### src/rtl/tmsel_pkg.sv
package tmsel_pkg;

    localparam int unsigned MODE_W = 2;

    typedef enum logic [MODE_W-1:0] {
        OM_NORMAL = 2'b00,
        OM_HIZ    = 2'b01,
        OM_REFDIV = 2'b10
    } out_mode_e;

    typedef enum logic {
        SRC_STRAP = 1'b0,
        SRC_REG   = 1'b1
    } entry_src_e;

    typedef struct packed {
        logic test_en;
        logic ref_sel;
        logic mode_pin;
    } ctl_s;

    localparam ctl_s CTL_RESET = '{test_en: 1'b0, ref_sel: 1'b0, mode_pin: 1'b0};

    // Output rule for each entry path
    function automatic out_mode_e pick_mode(input logic active,
                                            input entry_src_e src,
                                            input ctl_s c);
        out_mode_e m;
        if (!active) begin
            m = OM_NORMAL;
        end else if (src == SRC_STRAP) begin
            m = (c.mode_pin || c.ref_sel) ? OM_REFDIV : OM_HIZ;
        end else begin
            m = c.ref_sel ? OM_REFDIV : OM_HIZ;
        end
        return m;
    endfunction

endpackage

### src/rtl/tmsel_strap.sv
module tmsel_strap (
    input  logic clk,
    input  logic por_rst,
    input  logic strap_in,
    output logic strap_q,
    output logic strap_valid
);
    // One-shot capture after power-on reset
    always_ff @(posedge clk) begin
        if (por_rst) begin
            strap_q     <= 1'b0;
            strap_valid <= 1'b0;
        end else if (!strap_valid) begin
            strap_q     <= strap_in;
            strap_valid <= 1'b1;
        end
    end
endmodule

### src/rtl/tmsel_ctl_hold.sv
module tmsel_ctl_hold
    import tmsel_pkg::*;
(
    input  logic clk,
    input  logic por_rst,
    input  logic cfg_test_en,
    input  logic cfg_ref_sel,
    input  logic mode_pin,
    output ctl_s ctl_q
);
    always_ff @(posedge clk) begin
        if (por_rst) begin
            ctl_q <= CTL_RESET;
        end else begin
            ctl_q.test_en  <= cfg_test_en;
            ctl_q.ref_sel  <= cfg_ref_sel;
            ctl_q.mode_pin <= mode_pin;
        end
    end
endmodule

### src/rtl/tmsel_latch.sv
module tmsel_latch
    import tmsel_pkg::*;
(
    input  logic       clk,
    input  logic       por_rst,
    input  logic       strap_valid,
    input  logic       strap_q,
    input  ctl_s       ctl_q,
    output logic       test_q,
    output entry_src_e src_q,
    output logic       test_nxt,
    output entry_src_e src_nxt
);
    logic entering;

    always_comb begin
        entering = strap_valid && (strap_q || ctl_q.test_en);
        test_nxt = test_q || entering;
        if (test_q) begin
            src_nxt = src_q;
        end else begin
            src_nxt = strap_q ? SRC_STRAP : SRC_REG;
        end
    end

    // Sticky: only power-on reset clears it
    always_ff @(posedge clk) begin
        if (por_rst) begin
            test_q <= 1'b0;
            src_q  <= SRC_STRAP;
        end else begin
            test_q <= test_nxt;
            src_q  <= src_nxt;
        end
    end
endmodule

### src/rtl/tmode_sel.sv
module tmode_sel
    import tmsel_pkg::*;
(
    input  logic              clk,
    input  logic              por_rst,
    input  logic              strap_in,
    input  logic              mode_pin,
    input  logic              cfg_test_en,
    input  logic              cfg_ref_sel,
    output logic [MODE_W-1:0] out_mode,
    output logic              test_active,
    output logic              strap_valid
);
    logic       strap_q;
    ctl_s       ctl_q;
    logic       test_q;
    logic       test_nxt;
    entry_src_e src_q;
    entry_src_e src_nxt;
    out_mode_e  mode_q;

    tmsel_strap u_strap (
        .clk         (clk),
        .por_rst     (por_rst),
        .strap_in    (strap_in),
        .strap_q     (strap_q),
        .strap_valid (strap_valid)
    );

    tmsel_ctl_hold u_ctl (
        .clk         (clk),
        .por_rst     (por_rst),
        .cfg_test_en (cfg_test_en),
        .cfg_ref_sel (cfg_ref_sel),
        .mode_pin    (mode_pin),
        .ctl_q       (ctl_q)
    );

    tmsel_latch u_latch (
        .clk         (clk),
        .por_rst     (por_rst),
        .strap_valid (strap_valid),
        .strap_q     (strap_q),
        .ctl_q       (ctl_q),
        .test_q      (test_q),
        .src_q       (src_q),
        .test_nxt    (test_nxt),
        .src_nxt     (src_nxt)
    );

    // Output code registered on the same edge as the latch
    always_ff @(posedge clk) begin
        if (por_rst) begin
            mode_q <= OM_NORMAL;
        end else begin
            mode_q <= pick_mode(test_nxt, src_nxt, ctl_q);
        end
    end

    assign out_mode    = mode_q;
    assign test_active = test_q;
endmodule

### config.mk
export PLATFORM = sky130hd
export DESIGN_NAME = tmode_sel
export DESIGN_NICKNAME = d
export VERILOG_FILES = /design/src/rtl/tmsel_pkg.sv /design/src/rtl/tmsel_strap.sv /design/src/rtl/tmsel_ctl_hold.sv /design/src/rtl/tmsel_latch.sv /design/src/rtl/tmode_sel.sv
export SDC_FILE = /design/constraint.sdc
export NUM_CORES = 1
export LEC_CHECK = 0
export BUFFER_PORTS_ARGS = -buffer_cell sky130_fd_sc_hd__buf_4
export CELL_PAD_IN_SITES_DETAIL_PLACEMENT = 0
export CELL_PAD_IN_SITES_GLOBAL_PLACEMENT = 1
export CORE_AREA = 2 2 39 41
export DETAILED_ROUTE_END_ITERATION = 10
export DIE_AREA = 0 0 41 43
export PLACE_DENSITY_LB_ADDON = 0.1
export SLEW_MARGIN = 20
export SYNTH_ARGS = -nofsm -noshare
export SYNTH_HDL_FRONTEND = slang
export SYNTH_SLANG_ARGS = --single-unit
export TNS_END_PERCENT = 20
### constraint.sdc
create_clock -name clk -period 3.3 [get_ports clk]
set_clock_uncertainty 0.2 [all_clocks]
set_input_delay 0.165 -clock clk [delete_from_list [all_inputs] [get_ports clk]]
set_output_delay 0.165 -clock clk [all_outputs]
set_load 0.05 [all_outputs]
==> flow_summary.yaml <==
synthesis:
  synth_cell_types: 11
  ys_async_sr_fraction_pct: 0
  synth_top_flop_cell: "dfxtp_1"
  synth-warning-count: 0
  most_frequently_used_cell_type_in_the_post_synthesis_netlist: "dfxtp_1"
  synthCells: 24
  ys_seq_elements: 9
  ys_top_cells_by_area: "dfxtp_1 (64%), nor2b_1 (8.9%), a31oi_4 (7.6%), a21oi_1 (3.6%), mux2i_1 (3.6%)"
  synth_sequential_area_ratio_pct: 64.0
  synth_area_leader_cell: "dfxtp_1"
  syn-cell-area_sq_um: 282
  count_of_flip_flops_with_a_built_in_enable_after_synthesis: 0
  postSynthNetCount: 30
  synth_commonest_cells: "dfxtp_1 (9), nor2b_1 (4), a21oi_1 (2), inv_1 (2)"
  syn-mean-instance-area_sq_um: 11.7
  post-synth-top-area-fraction_pct: 64.0
die:
  io_pins: 10
  floorplan.die.width_microns: 41
  start_util_pct: 20.3
  design.die.area_sq_mm: 0.00176
  fp-row-count: 14
  die_height_microns: 43
  placeableCoreArea_sq_mm: 0.00138
power:
  power.static_leakage_nw: 0.193
  report.power.total_mw: 0.237
  peakVddDrop_v: 0.000203
  p_per_area_mw_per_mm2: 533
hold_path:
  hold_path_startpoint: "u_ctl.ctl_q[1]"
  min_delay_path_class: "register to register"
  worst_hold_path.endpoint: "out_mode[1]"
  hold-path-cell-count: 2
route:
  drt-vias-per-instance: 3.71
  via_count_of_the_routed_design: 215
  wl_per_cell_microns: 8.41
  drtPass1Iterations: 3
  dr.first_iter.drc_count: 1
  route.antenna.remaining_nets: 0
  route.detailed.drc: 0
  finalWirelength_microns: 488
critical_path:
  worstPathBufferInverterCount: 1
  path_class: "register to output port"
  worstSetupEndpointType: "output port"
  cp_data_arrival_time_ns: 0.86
  crit-reg2reg-launch: "u_latch.test_q"
  critical_path.cell_chain: "buf_4"
  crit_required_ns: 2.93
  worst_case_reg_to_reg_path_depth: 3
  critical_path.max_fanout: 4
  r2r_slack_ns: 2.17
  cp_slowest_cell: "dfxtp_1"
  crit_family: "flip-flops"
  cpPeakStageDelay_ns: 0.39
  critPathLaunchType: "register"
  path_depth: 1
  reg2reg_to: "out_mode[0]"
layout:
  finalNetCount: 49
  fillerInstances: 152
  final-instance-count-excl-fill: 58
  antenna_cells_inserted: 0
  synthToLayoutAreaGrowth_pct: 58.2
  drive_above_1_share_pct: 33.3
  postLayoutCoreUtil_pct: 32.2
cts:
  path_clk_slew_ns: 0.06
  postCtsResizedCells: 0
  post-cts-setup-buffers: 0
  numClockSinks: 9
  cts_buffers: 3
  holdBufCountCts: 5
  tritoncts_clock_tree: "done"
  insertion_delay_ns: 0.25
  max-clock-path-buffers: 2
  cts-root-buf: "clkbuf_4"
  htree_levels: 1
run:
  cap_violations: 0
global_route:
  antenna_found_initial: 0
  grt_start_max_net_pins: 8
  grt_pass1_vias: 185
  grt.overflow.total: 0
  grt_pass1_wl_microns: 703
  groute.usage.overall_pct: 6.66
run_status:
  status: "complete, no violations"
sta:
  timing.final.max_slew_violations: 0
  final_critical_path_share_of_the_clock_period_pct: 37.3
  setup_violations: 0
  holdWs_ns: 0.326
  timing_worst_slew_pin_value_ns: 0.215
  achievable_frequency_mhz: 813
  max_slew_margin_pct: 85.7
  grt_setup_unrepaired: "no"
  min_period_ns: 1.23
  timing.final.hold_violations: 0
  finalSetupTns_ns: 0
placed_design:
  gp_congestion: 0.609
  io_buffer_count: 9
  dpl.cell_count: 49
[how the worst max path moves through the flow]
stage	slack, ns	end	start
6_report	2.07	test_active	u_latch.test_q
5_1_grt	2.03	out_mode[1]	por_rst
4_1_cts	2.05	test_active	u_latch.test_q
3_5_place_dp	2.18	out_mode[0]	u_latch.test_q
3_3_place_gp	2.19	out_mode[0]	u_latch.test_q
2_1_floorplan	1.88	out_mode[0]	u_latch.test_q
[sequential cells by signal, indices dropped and copies added (netlist names)]
signal and cells:
u_strap.strap_valid 1, u_ctl.ctl_q 3, u_strap.strap_q 1, u_latch.test_q 1
u_latch.src_q 1, out_mode 2
[cells by family (layout without fill, tap and decap cells)]
group           after synthesis  count (layout)  synth area share, %
flops                         9               9                 64.0
compound gates                4               4                 12.9
simple gates                  8               8                 16.9
buf+inv                       2              20                 2.67
mux                           1               1                 3.56
[through the flow]
| step | setup WS, ns | cell area (sq um) |
|---|---|---|
| 3_3_place_gp | 2.19 | 369 |
| 2_1_floorplan | 1.88 | 282 |
| 5_1_grt | 2.03 | 445 |
| 3_5_place_dp | 2.18 | 369 |
| 4_1_cts | 2.05 | 445 |
| 6_report | 2.07 | 445 |
[layout by cell type (no fill, tap or decap), types with 2 or more instances in the layout]
cell type	Yosys	layout
nor2b_1	4	4
inv_1	2	2
a21oi_1	2	2
dlygate4sd3_1	0	5
buf_4	0	9
clkbuf_4	0	3
dfxtp_1	9	9
[per-layer routing]
metal	vias up	routed length [microns]	track usage [%]	share of wire, %
li1	113	-	-	-
met1	94	205	7.19	42
met2	8	240	8.13	49
met3	0	42	3.14	8.6
met4	0	0	8.00	0
met5	-	0	0	0
[final cells by class]
type | count | area [sq um] | share of cell area (%)
sequential | 9 | 180 | 40.4
timing repair buffer | 14 | 118 | 26.4
multi-input combinational | 13 | 93.8 | 21.1
clock buffer | 4 | 26.3 | 5.90
tap | 16 | 20.0 | 4.49
inverter | 2 | 7.51 | 1.69
[power breakdown]
part / leakage [nW] / total, mW / switching (mW) / internal [mW]
registers: 0.0747 / 0.119 / 0.00404 / 0.115
clock network: 0.0150 / 0.0829 / 0.0364 / 0.0465
logic: 0.104 / 0.0350 / 0.0177 / 0.0174
No activity file was read; power rests on OpenSTA's default activity.
